`src/rtl/osc_trim_pkg.sv`:
```
package osc_trim_pkg;
  localparam int MAG_W    = 6;
  localparam int STEP_MAX = 62;

  typedef struct packed {
    logic             long_iv;  // 60 s interval when set
    logic             sub;      // lengthen second when set
    logic [MAG_W-1:0] mag;
  } trim_cfg_t;
endpackage

```
`src/rtl/trim_decode.sv`:
```
module trim_decode
  import osc_trim_pkg::*;
(
  input  trim_cfg_t        cfg_i,
  output logic [MAG_W-1:0] steps_o
);
  logic [MAG_W:0] raw;

  always_comb begin
    if (cfg_i.mag == '0)
      raw = '0;
    else if (cfg_i.sub)
      raw = {1'b0, ~cfg_i.mag} + (MAG_W+1)'(1);
    else
      raw = {1'b0, cfg_i.mag} - (MAG_W+1)'(1);
    if (raw > (MAG_W+1)'(STEP_MAX))
      raw = (MAG_W+1)'(STEP_MAX);
  end

  assign steps_o = raw[MAG_W-1:0];
endmodule

```
`src/rtl/trim_sched.sv`:
```
module trim_sched #(
  parameter int SHORT_IV = 20,
  parameter int LONG_IV  = 60
) (
  input  logic clk_i,
  input  logic rst_ni,
  input  logic sec_end_i,
  input  logic long_iv_i,
  output logic corr_o
);
  localparam int GRP  = LONG_IV / SHORT_IV;
  localparam int SH_W = (SHORT_IV > 1) ? $clog2(SHORT_IV) : 1;
  localparam int GR_W = (GRP > 1) ? $clog2(GRP) : 1;

  logic [SH_W-1:0] sh_cnt_q;
  logic [GR_W-1:0] grp_cnt_q;
  logic            sh_wrap;

  assign sh_wrap = (sh_cnt_q == SH_W'(SHORT_IV - 1));

  always_ff @(posedge clk_i or negedge rst_ni) begin
    if (!rst_ni) begin
      sh_cnt_q <= '0;
    end else if (sec_end_i) begin
      sh_cnt_q <= sh_wrap ? '0 : sh_cnt_q + SH_W'(1);
    end
  end

  generate
    if (GRP > 1) begin : g_grp
      always_ff @(posedge clk_i or negedge rst_ni) begin
        if (!rst_ni)
          grp_cnt_q <= '0;
        else if (sec_end_i && sh_wrap)
          grp_cnt_q <= (grp_cnt_q == GR_W'(GRP - 1)) ? '0 : grp_cnt_q + GR_W'(1);
      end
    end else begin : g_nogrp
      assign grp_cnt_q = '0;
    end
  endgenerate

  assign corr_o = (sh_cnt_q == '0) && (!long_iv_i || grp_cnt_q == '0);
endmodule

```
`src/rtl/trim_prescale.sv`:
```
module trim_prescale
  import osc_trim_pkg::*;
#(
  parameter int PULSES_PER_SEC = 32768,
  parameter int CNT_W          = 16
) (
  input  logic             clk_i,
  input  logic             rst_ni,
  input  logic             tick_i,
  input  logic             corr_i,
  input  logic             sub_i,
  input  logic [MAG_W-1:0] steps_i,
  output logic             sec_end_o,
  output logic             sec_tick_o
);
  localparam logic [CNT_W-1:0] BASE = CNT_W'(PULSES_PER_SEC);

  logic [CNT_W-1:0] cnt_q, adj, len, last;

  assign adj  = CNT_W'({steps_i, 1'b0});
  assign len  = !corr_i ? BASE : (sub_i ? BASE + adj : BASE - adj);
  assign last = len - CNT_W'(1);
  assign sec_end_o = tick_i && (cnt_q == last);

  always_ff @(posedge clk_i or negedge rst_ni) begin
    if (!rst_ni) begin
      cnt_q      <= '0;
      sec_tick_o <= 1'b0;
    end else begin
      sec_tick_o <= sec_end_o;
      if (sec_end_o)
        cnt_q <= '0;
      else if (tick_i)
        cnt_q <= cnt_q + CNT_W'(1);
    end
  end
endmodule

```
`src/rtl/osc_trim.sv`:
```
module osc_trim
  import osc_trim_pkg::*;
#(
  parameter int PULSES_PER_SEC = 32768,
  parameter int SHORT_IV       = 20,
  parameter int LONG_IV        = 60
) (
  input  logic       clk_i,
  input  logic       rst_ni,
  input  logic       tick_i,
  input  logic       wr_en_i,
  input  logic [7:0] wr_data_i,
  output logic       busy_o,
  output logic       sec_tick_o
);
  localparam int CNT_W = $clog2(PULSES_PER_SEC + 2 * STEP_MAX + 1);

  trim_cfg_t        pending_q, active_q;
  logic             busy_q, sec_end, corr;
  logic [MAG_W-1:0] steps;

  always_ff @(posedge clk_i or negedge rst_ni) begin
    if (!rst_ni) begin
      pending_q <= '0;
      active_q  <= '0;
      busy_q    <= 1'b0;
    end else begin
      if (sec_end && busy_q) begin
        active_q <= pending_q;
        busy_q   <= 1'b0;
      end
      // accepted only while idle; same-edge idle write stays staged
      if (wr_en_i && !busy_q) begin
        pending_q <= trim_cfg_t'(wr_data_i);
        busy_q    <= 1'b1;
      end
    end
  end

  assign busy_o = busy_q;

  trim_decode u_dec (
    .cfg_i   (active_q),
    .steps_o (steps)
  );

  trim_sched #(
    .SHORT_IV (SHORT_IV),
    .LONG_IV  (LONG_IV)
  ) u_sched (
    .clk_i     (clk_i),
    .rst_ni    (rst_ni),
    .sec_end_i (sec_end),
    .long_iv_i (active_q.long_iv),
    .corr_o    (corr)
  );

  trim_prescale #(
    .PULSES_PER_SEC (PULSES_PER_SEC),
    .CNT_W          (CNT_W)
  ) u_pre (
    .clk_i      (clk_i),
    .rst_ni     (rst_ni),
    .tick_i     (tick_i),
    .corr_i     (corr),
    .sub_i      (active_q.sub),
    .steps_i    (steps),
    .sec_end_o  (sec_end),
    .sec_tick_o (sec_tick_o)
  );
endmodule

```
`config.mk`:
```
export PLATFORM = sky130hd
export DESIGN_NAME = osc_trim
export DESIGN_NICKNAME = d
export VERILOG_FILES = /design/src/rtl/osc_trim_pkg.sv /design/src/rtl/trim_decode.sv /design/src/rtl/trim_sched.sv /design/src/rtl/trim_prescale.sv /design/src/rtl/osc_trim.sv
export SDC_FILE = /design/constraint.sdc
export NUM_CORES = 1
export LEC_CHECK = 0
export BUFFER_PORTS_ARGS = -buffer_cell sky130_fd_sc_hd__buf_4
export CAP_MARGIN = 20
export CORE_MARGIN = 2
export CORE_UTILIZATION = 56
export CTS_CLUSTER_SIZE = 30
export DETAILED_ROUTE_END_ITERATION = 10
export GPL_ROUTABILITY_DRIVEN = 0
export GPL_TIMING_DRIVEN = 0
export PLACE_DENSITY_LB_ADDON = 0.1
export SKIP_CTS_REPAIR_TIMING = 1
export SKIP_LAST_GASP = 1
export SYNTH_ARGS = -nofsm -noshare
export SYNTH_HDL_FRONTEND = slang
export SYNTH_HIERARCHICAL = 1
export SYNTH_SLANG_ARGS = --single-unit
```
`constraint.sdc`:
```
create_clock -name clk_i -period 5.2 [get_ports clk_i]
set_input_delay 1.04 -clock clk_i [delete_from_list [all_inputs] [get_ports clk_i]]
set_output_delay 1.04 -clock clk_i [all_outputs]
set_load 0.02 [all_outputs]
```
Yosys cells after proc, flatten, opt, wreduce, memory -nomap -nowiden
Cells that the tools add are included.
W data, S select, Z words.
Storage, ports and cells
  flip-flop bits (word level): 41
  input port bits: 12
  output and inout bits: 2
  logic and storage cells: 48
Operators by class
  add/subtract/negate cells: 8
  $lt $le $gt $ge: 1
  equality and inequality tests: 3
  mux-type cells: 11
  bitwise logic cells: 1
  reductions and logical operators: 13
Operator list (count)
  $mux W16: 4
  $add A16 B1 Y16 const B: 1
  $add A16 B7 Y16 const A: 1
  $eq A16 B16 Y1: 1
  $sub A16 B1 Y16 const B: 1
  $sub A16 B7 Y16 const A: 1
  $mux W7: 2
  $add A6 B1 Y7 const B: 1
  $gt A7 B6 Y1 const B: 1
  $sub A6 B1 Y7 const B: 1
  $logic_not A6 Y1: 1
  $mux W6: 1
  $not A6 Y6: 1
  $add A5 B1 Y5 const B: 1
  $eq A5 B5 Y1 const B: 1
  $logic_and A1 B1 Y1: 5
  $logic_not A5 Y1: 1
  $mux W5: 1
  $reduce_bool A2 Y1: 2
  $add A2 B1 Y2 const B: 1
  $eq A2 B2 Y1 const B: 1
  $logic_not A1 Y1: 2
  $logic_not A2 Y1: 1
  $mux W1: 2
  2 further kinds: 2

Longest topological paths before layout
  depth in word-level cells: 15
  depth in mapped cells: 24
  mapped depth without buffers: 20

Hierarchy
The synthesis kept the hierarchy.
By module, submodules not included
  trim_prescale: times used 1, cells an instance 202, area each 1641.6 um2, sequential area each 425.4 um2
  osc_trim: times used 1, cells an instance 37, area each 669.4 um2, sequential area each 425.4 um2
  trim_sched: times used 1, cells an instance 36, area each 369.1 um2, sequential area each 175.2 um2
  trim_decode: times used 1, cells an instance 48, area each 331.6 um2, sequential area each 0.0 um2

Worst setup path after synthesis
Ideal clock, no wire load.
  kind: register to register
  from: reg active_q[2] (netlist name)
  to: reg u_sched.sh_cnt_q[4]
  library setup time: 0.082 ns
  data arrival time: 4.784 ns
  required time: 5.118 ns
  path slack: 0.333 ns
  cell stages (with the launch flop): 24
  buffers on the path: 6
  clock period less this slack: 4.867 ns
  cells stage by stage: dfrtp_1 > buf_6 > or3_1 > clkbuf_2 > nor2b_1 > o31a_1 > a31oi_1 > clkbuf_1 > inv_1 > ha_1 > mux2_2 > nand2_1 > ha_1 > clkbuf_1 > nand2_1 > o41ai_1 > mux2i_1 > o2111ai_1 > a2111oi_4 > buf_6 > buf_2 > nand3_1 > mux2_2 > o22ai_1
Between the ends
  word-level cells in the longest chain between the ends: 12
  elaborated cells on any way between the ends: 15
  classes of those cells: add/sub (5); order compare (1); eq/ne (1); mux (5); bitwise (1); reduce/logical (2)
RTL lines
  start, declared: RTL line osc_trim.sv:18  | trim_cfg_t pending_q, active_q;
  start signal, assigned: RTL line osc_trim.sv:29  | active_q <= pending_q;
  $not A6 Y6: RTL line trim_decode.sv:13  | raw = {1'b0, ~cfg_i.mag} + (MAG_W+1)'(1);
  $add A6 B1 Y7: RTL line trim_decode.sv:13
  $mux W7: RTL line trim_decode.sv:12  | else if (cfg_i.sub)
  $mux W7 (*): RTL line trim_decode.sv:10  | if (cfg_i.mag == '0)
  $gt A7 B6 Y1: RTL line trim_decode.sv:16  | if (raw > (MAG_W+1)'(STEP_MAX))
  $mux W6 (*): RTL line trim_decode.sv:16
  named net steps[0]: RTL line osc_trim.sv:20  | logic [MAG_W-1:0] steps;
  $sub A16 B7 Y16 / $add A16 B7 Y16 (equally long branches): RTL line trim_prescale.sv:21  | assign len = !corr_i ? BASE : (sub_i ? BASE + adj : BASE - adj);
  $mux W16 (*) (2 in a row): RTL line trim_prescale.sv:21
  $sub A16 B1 Y16 (*): RTL line trim_prescale.sv:22  | assign last = len - CNT_W'(1);
  $eq A16 B16 Y1 (*): RTL line trim_prescale.sv:23  | assign sec_end_o = tick_i && (cnt_q == last);
  $logic_and A1 B1 Y1 (*): RTL line trim_prescale.sv:23
  named net sec_end: RTL line osc_trim.sv:19  | logic busy_q, sec_end, corr;
  end signal, assigned: RTL line trim_sched.sv:25  | sh_cnt_q <= sh_wrap ? '0 : sh_cnt_q + SH_W'(1);
  end, declared: RTL line trim_sched.sv:15  | logic [SH_W-1:0] sh_cnt_q;
Mark *: on every way through the listed nets, which the timed path passes. The rest lies on a longest branch.
A chain may end at the register's enable or synchronous reset.

Worst setup path after layout
Ends and elaborated chain as after synthesis.

==> metrics.yaml <==
sta:
  relSlewSlack_pct: 57.8
  whs_ns: 0.510
  finalMaxSlewViolations: 0
  final-hold-violation-count: 0
  rsz0062_at_grt: "no"
  tightest_slew_ns: 0.628
  finalCritPeriodShare_pct: 93.3
  clock_skew_ns: 0.00488
  setup_viol: 0
  post-route-min-period_ns: 4.85
  fmax_mhz: 206
synthesis:
  synth_edf_count: 0
  synth_area_mm2: 0.00301
  synth.distinct_cells: 69
  synth_top_area_share_pct: 34.1
  synth-async-reset-ratio_pct: 100
  synth_ff_type: "dfrtp_1"
  seq_area_frac_synth_pct: 34.1
  synth_top_area_cell: "dfrtp_1"
  synth-seq-cells: 41
  yosysWarnings: 6
  yosys-top-cells-area: "dfrtp_1 (34%), xor2_1 (5.2%), mux2_2 (4.5%)"
  synth_area_per_cell_um2: 9.32
  syn_inst: 323
  syn_nets: 343
cells_and_area:
  layout.cells.non_filler: 420
  final_common_cell: "dfrtp_1"
  layout-drive-gt1-share_pct: 22.6
  layout_common_cells: "dfrtp_1 (40), nor2_1 (28), buf_4 (20), nand2_1 (20), xor2_1 (18)"
  nFillCells: 464
  nNetsFinal: 369
  area.growth.synth_to_final_pct: 14.0
  seq_area_mm2: 0.00103
  multiInputGateArea_mm2: 0.00191
  n_antenna_cell: 0
  fin_area_mm2: 0.00343
hold_path:
  hold_path.class: "flip-flop to flip-flop"
power_and_ir_drop:
  ir_drop_uv: 238
  power_mw: 0.707
  p_per_area_mw_per_mm2: 206
  p_leak_nw: 1.54
global_route:
  grt_max_degree: 42
  grt_pass1_vias: 2310
  antenna_found_initial: 0
  gr-total-overflow: 0
  grt_pass1_wl_um: 10500
  grt_usage_pct: 21.6
clocking:
  htree_levels: 2
  numCtsBuffers: 5
  cts_tree: "done"
  cts_buffer_depth: 2
  root_buffer: "clkbuf_8"
  insertion_delay_ns: 0.29
  clkTransAtPathRegs_ns: 0.08
  clock-sinks: 41
placement:
  io_buffers: 12
  dp_cells: 405
  dp_hpwl_um: 4420
  place_area_mm2: 0.00319
detailed_routing:
  wl_per_cell_um: 14.8
  vias: 2472
  wl_um: 6230
  drt-vias-per-instance: 5.89
  drtIter0Drc: 113
  drc: 0
  drt_first_pass_iters: 4
  detail-route-antenna-nets: 0
setup_path:
  start_kind: "flip-flop"
  cp.arrival_ns: 5.07
  crit_type: "flip-flop to flip-flop"
  end_kind: "flip-flop"
  crit_fanout: 9
  required_ns: 5.41
floorplan:
  num_io_pins: 14
  start_util_pct: 58.6
  num_rows: 26
  die_h_um: 77.3
  die_area_mm2: 0.00598
  die_w_um: 77.3
  core_area_mm2: 0.00514
job:
  maxCapViolations: 0
status:
  status: "complete, no violations"
-- Yosys cell counts (9+ instances only) --
| cell type | instances |
|---|---|
| o21ai_0 | 13 |
| nor2_1 | 28 |
| nor3_1 | 9 |
| dfrtp_1 | 41 |
| inv_1 | 14 |
| nand3_1 | 12 |
| a21oi_1 | 10 |
| nand2_1 | 20 |
| clkbuf_1 | 10 |
| mux2_2 | 12 |
| xor2_1 | 18 |
| xnor2_1 | 12 |
-- layout make-up --
cell class / count / area share [%]
flip-flops and latches: 41 / 29.9
clock inverters: 3 / 0.510
inverters: 14 / 1.53
well taps: 70 / 2.55
plain buffers: 17 / 2.92
multi-input cells: 249 / 55.7
clock buffers: 5 / 2.01
repair buffers: 21 / 4.81
-- metal layers --
layer | track usage, % | part of all wire (%) | vias to the layer above
met3 | 2.79 | 2.7 | 7
met2 | 34.3 | 48 | 42
met4 | 6.61 | 0.98 | 0
met1 | 31.0 | 48 | 1191
li1 | - | - | 1232
met5 | 0 | 0 | -
-- cells by family (layout without fill, tap and decap cells) --
family                     count (synthesis)  after routing  synth area share [%]
AOI/OAI and AO/OA                         71             71                  17.2
xor gates and xnor gates                  31             31                  9.47
adders and majority gates                  8              8                  3.32
buffers and inverters                     33             60                  5.32
DFF                                       41             41                  34.1
muxes                                     23             23                  9.47
and+or+nand+nor                          116            116                  21.2
-- per-stage QoR --
step | util [%] | worst slack (ns) | setup TNS, ns
2_1_floorplan | - | 0.333 | 0
3_3_place_gp | 62.0 | -0.511 | -5.59
3_5_place_dp | 62.0 | -0.512 | -5.25
4_1_cts | 63.7 | -0.530 | -5.73
5_1_grt | 66.8 | 0.0867 | 0
6_report | 66.8 | 0.348 | 0
-- power breakdown --
part	internal (mW)	total (mW)	switching [mW]
combinational	0.0646	0.126	0.0619
sequential	0.351	0.380	0.0296
clock	0.0926	0.200	0.107
total	0.508	0.707	0.199
-- registers in the layout, summed over array words and instances, names as in the netlist --
signal             count
u_pre/sec_tick_o       1
u_sched/grp_cnt_q      2
busy_o                 1
active_q               8
u_pre/cnt_q           16
pending_q              8
u_sched/sh_cnt_q       5
-- worst max-delay path: stages, from the launching register on --
cell and delay (ns):
dfrtp_1 0.40, buf_6 0.15, or3_1 0.36, clkbuf_2 0.15
nor2b_1 0.14, o31a_1 0.28, a31oi_4 0.17, buf_4 0.17
inv_1 0.05, ha_1 0.18, clkbuf_2 0.18, inv_1 0.11
a32oi_1 0.12, o21ai_1 0.27, a21oi_1 0.22, o41ai_1 0.48
xnor2_1 0.17, a2111oi_4 0.35, buf_6 0.16, clkbuf_4 0.17
nand3_1 0.08, mux2_2 0.27, o22ai_1 0.14
-- path summary, 6_finish.rpt --
kind,start,endpoint,slack (ns),cells past startpoint
worst max-delay path,active_q[2]$_DFFE_PN0P_,u_sched/sh_cnt_q[4]$_DFFE_PN0P_,0.35,22
worst min-delay path,pending_q[7]$_DFFE_PN0P_,pending_q[7]$_DFFE_PN0P_,0.51,1
worst max register to register,active_q[2]$_DFFE_PN0P_,u_sched/sh_cnt_q[4]$_DFFE_PN0P_,0.35,22
worst min register to register,pending_q[7]$_DFFE_PN0P_,pending_q[7]$_DFFE_PN0P_,0.51,1
max in group asynchronous,rst_ni,active_q[0]$_DFFE_PN0P_,4.11,1
min in group asynchronous,rst_ni,u_sched/grp_cnt_q[0]$_DFFE_PN0P_,0.72,1
No activity file was read; power rests on OpenSTA's default activity.
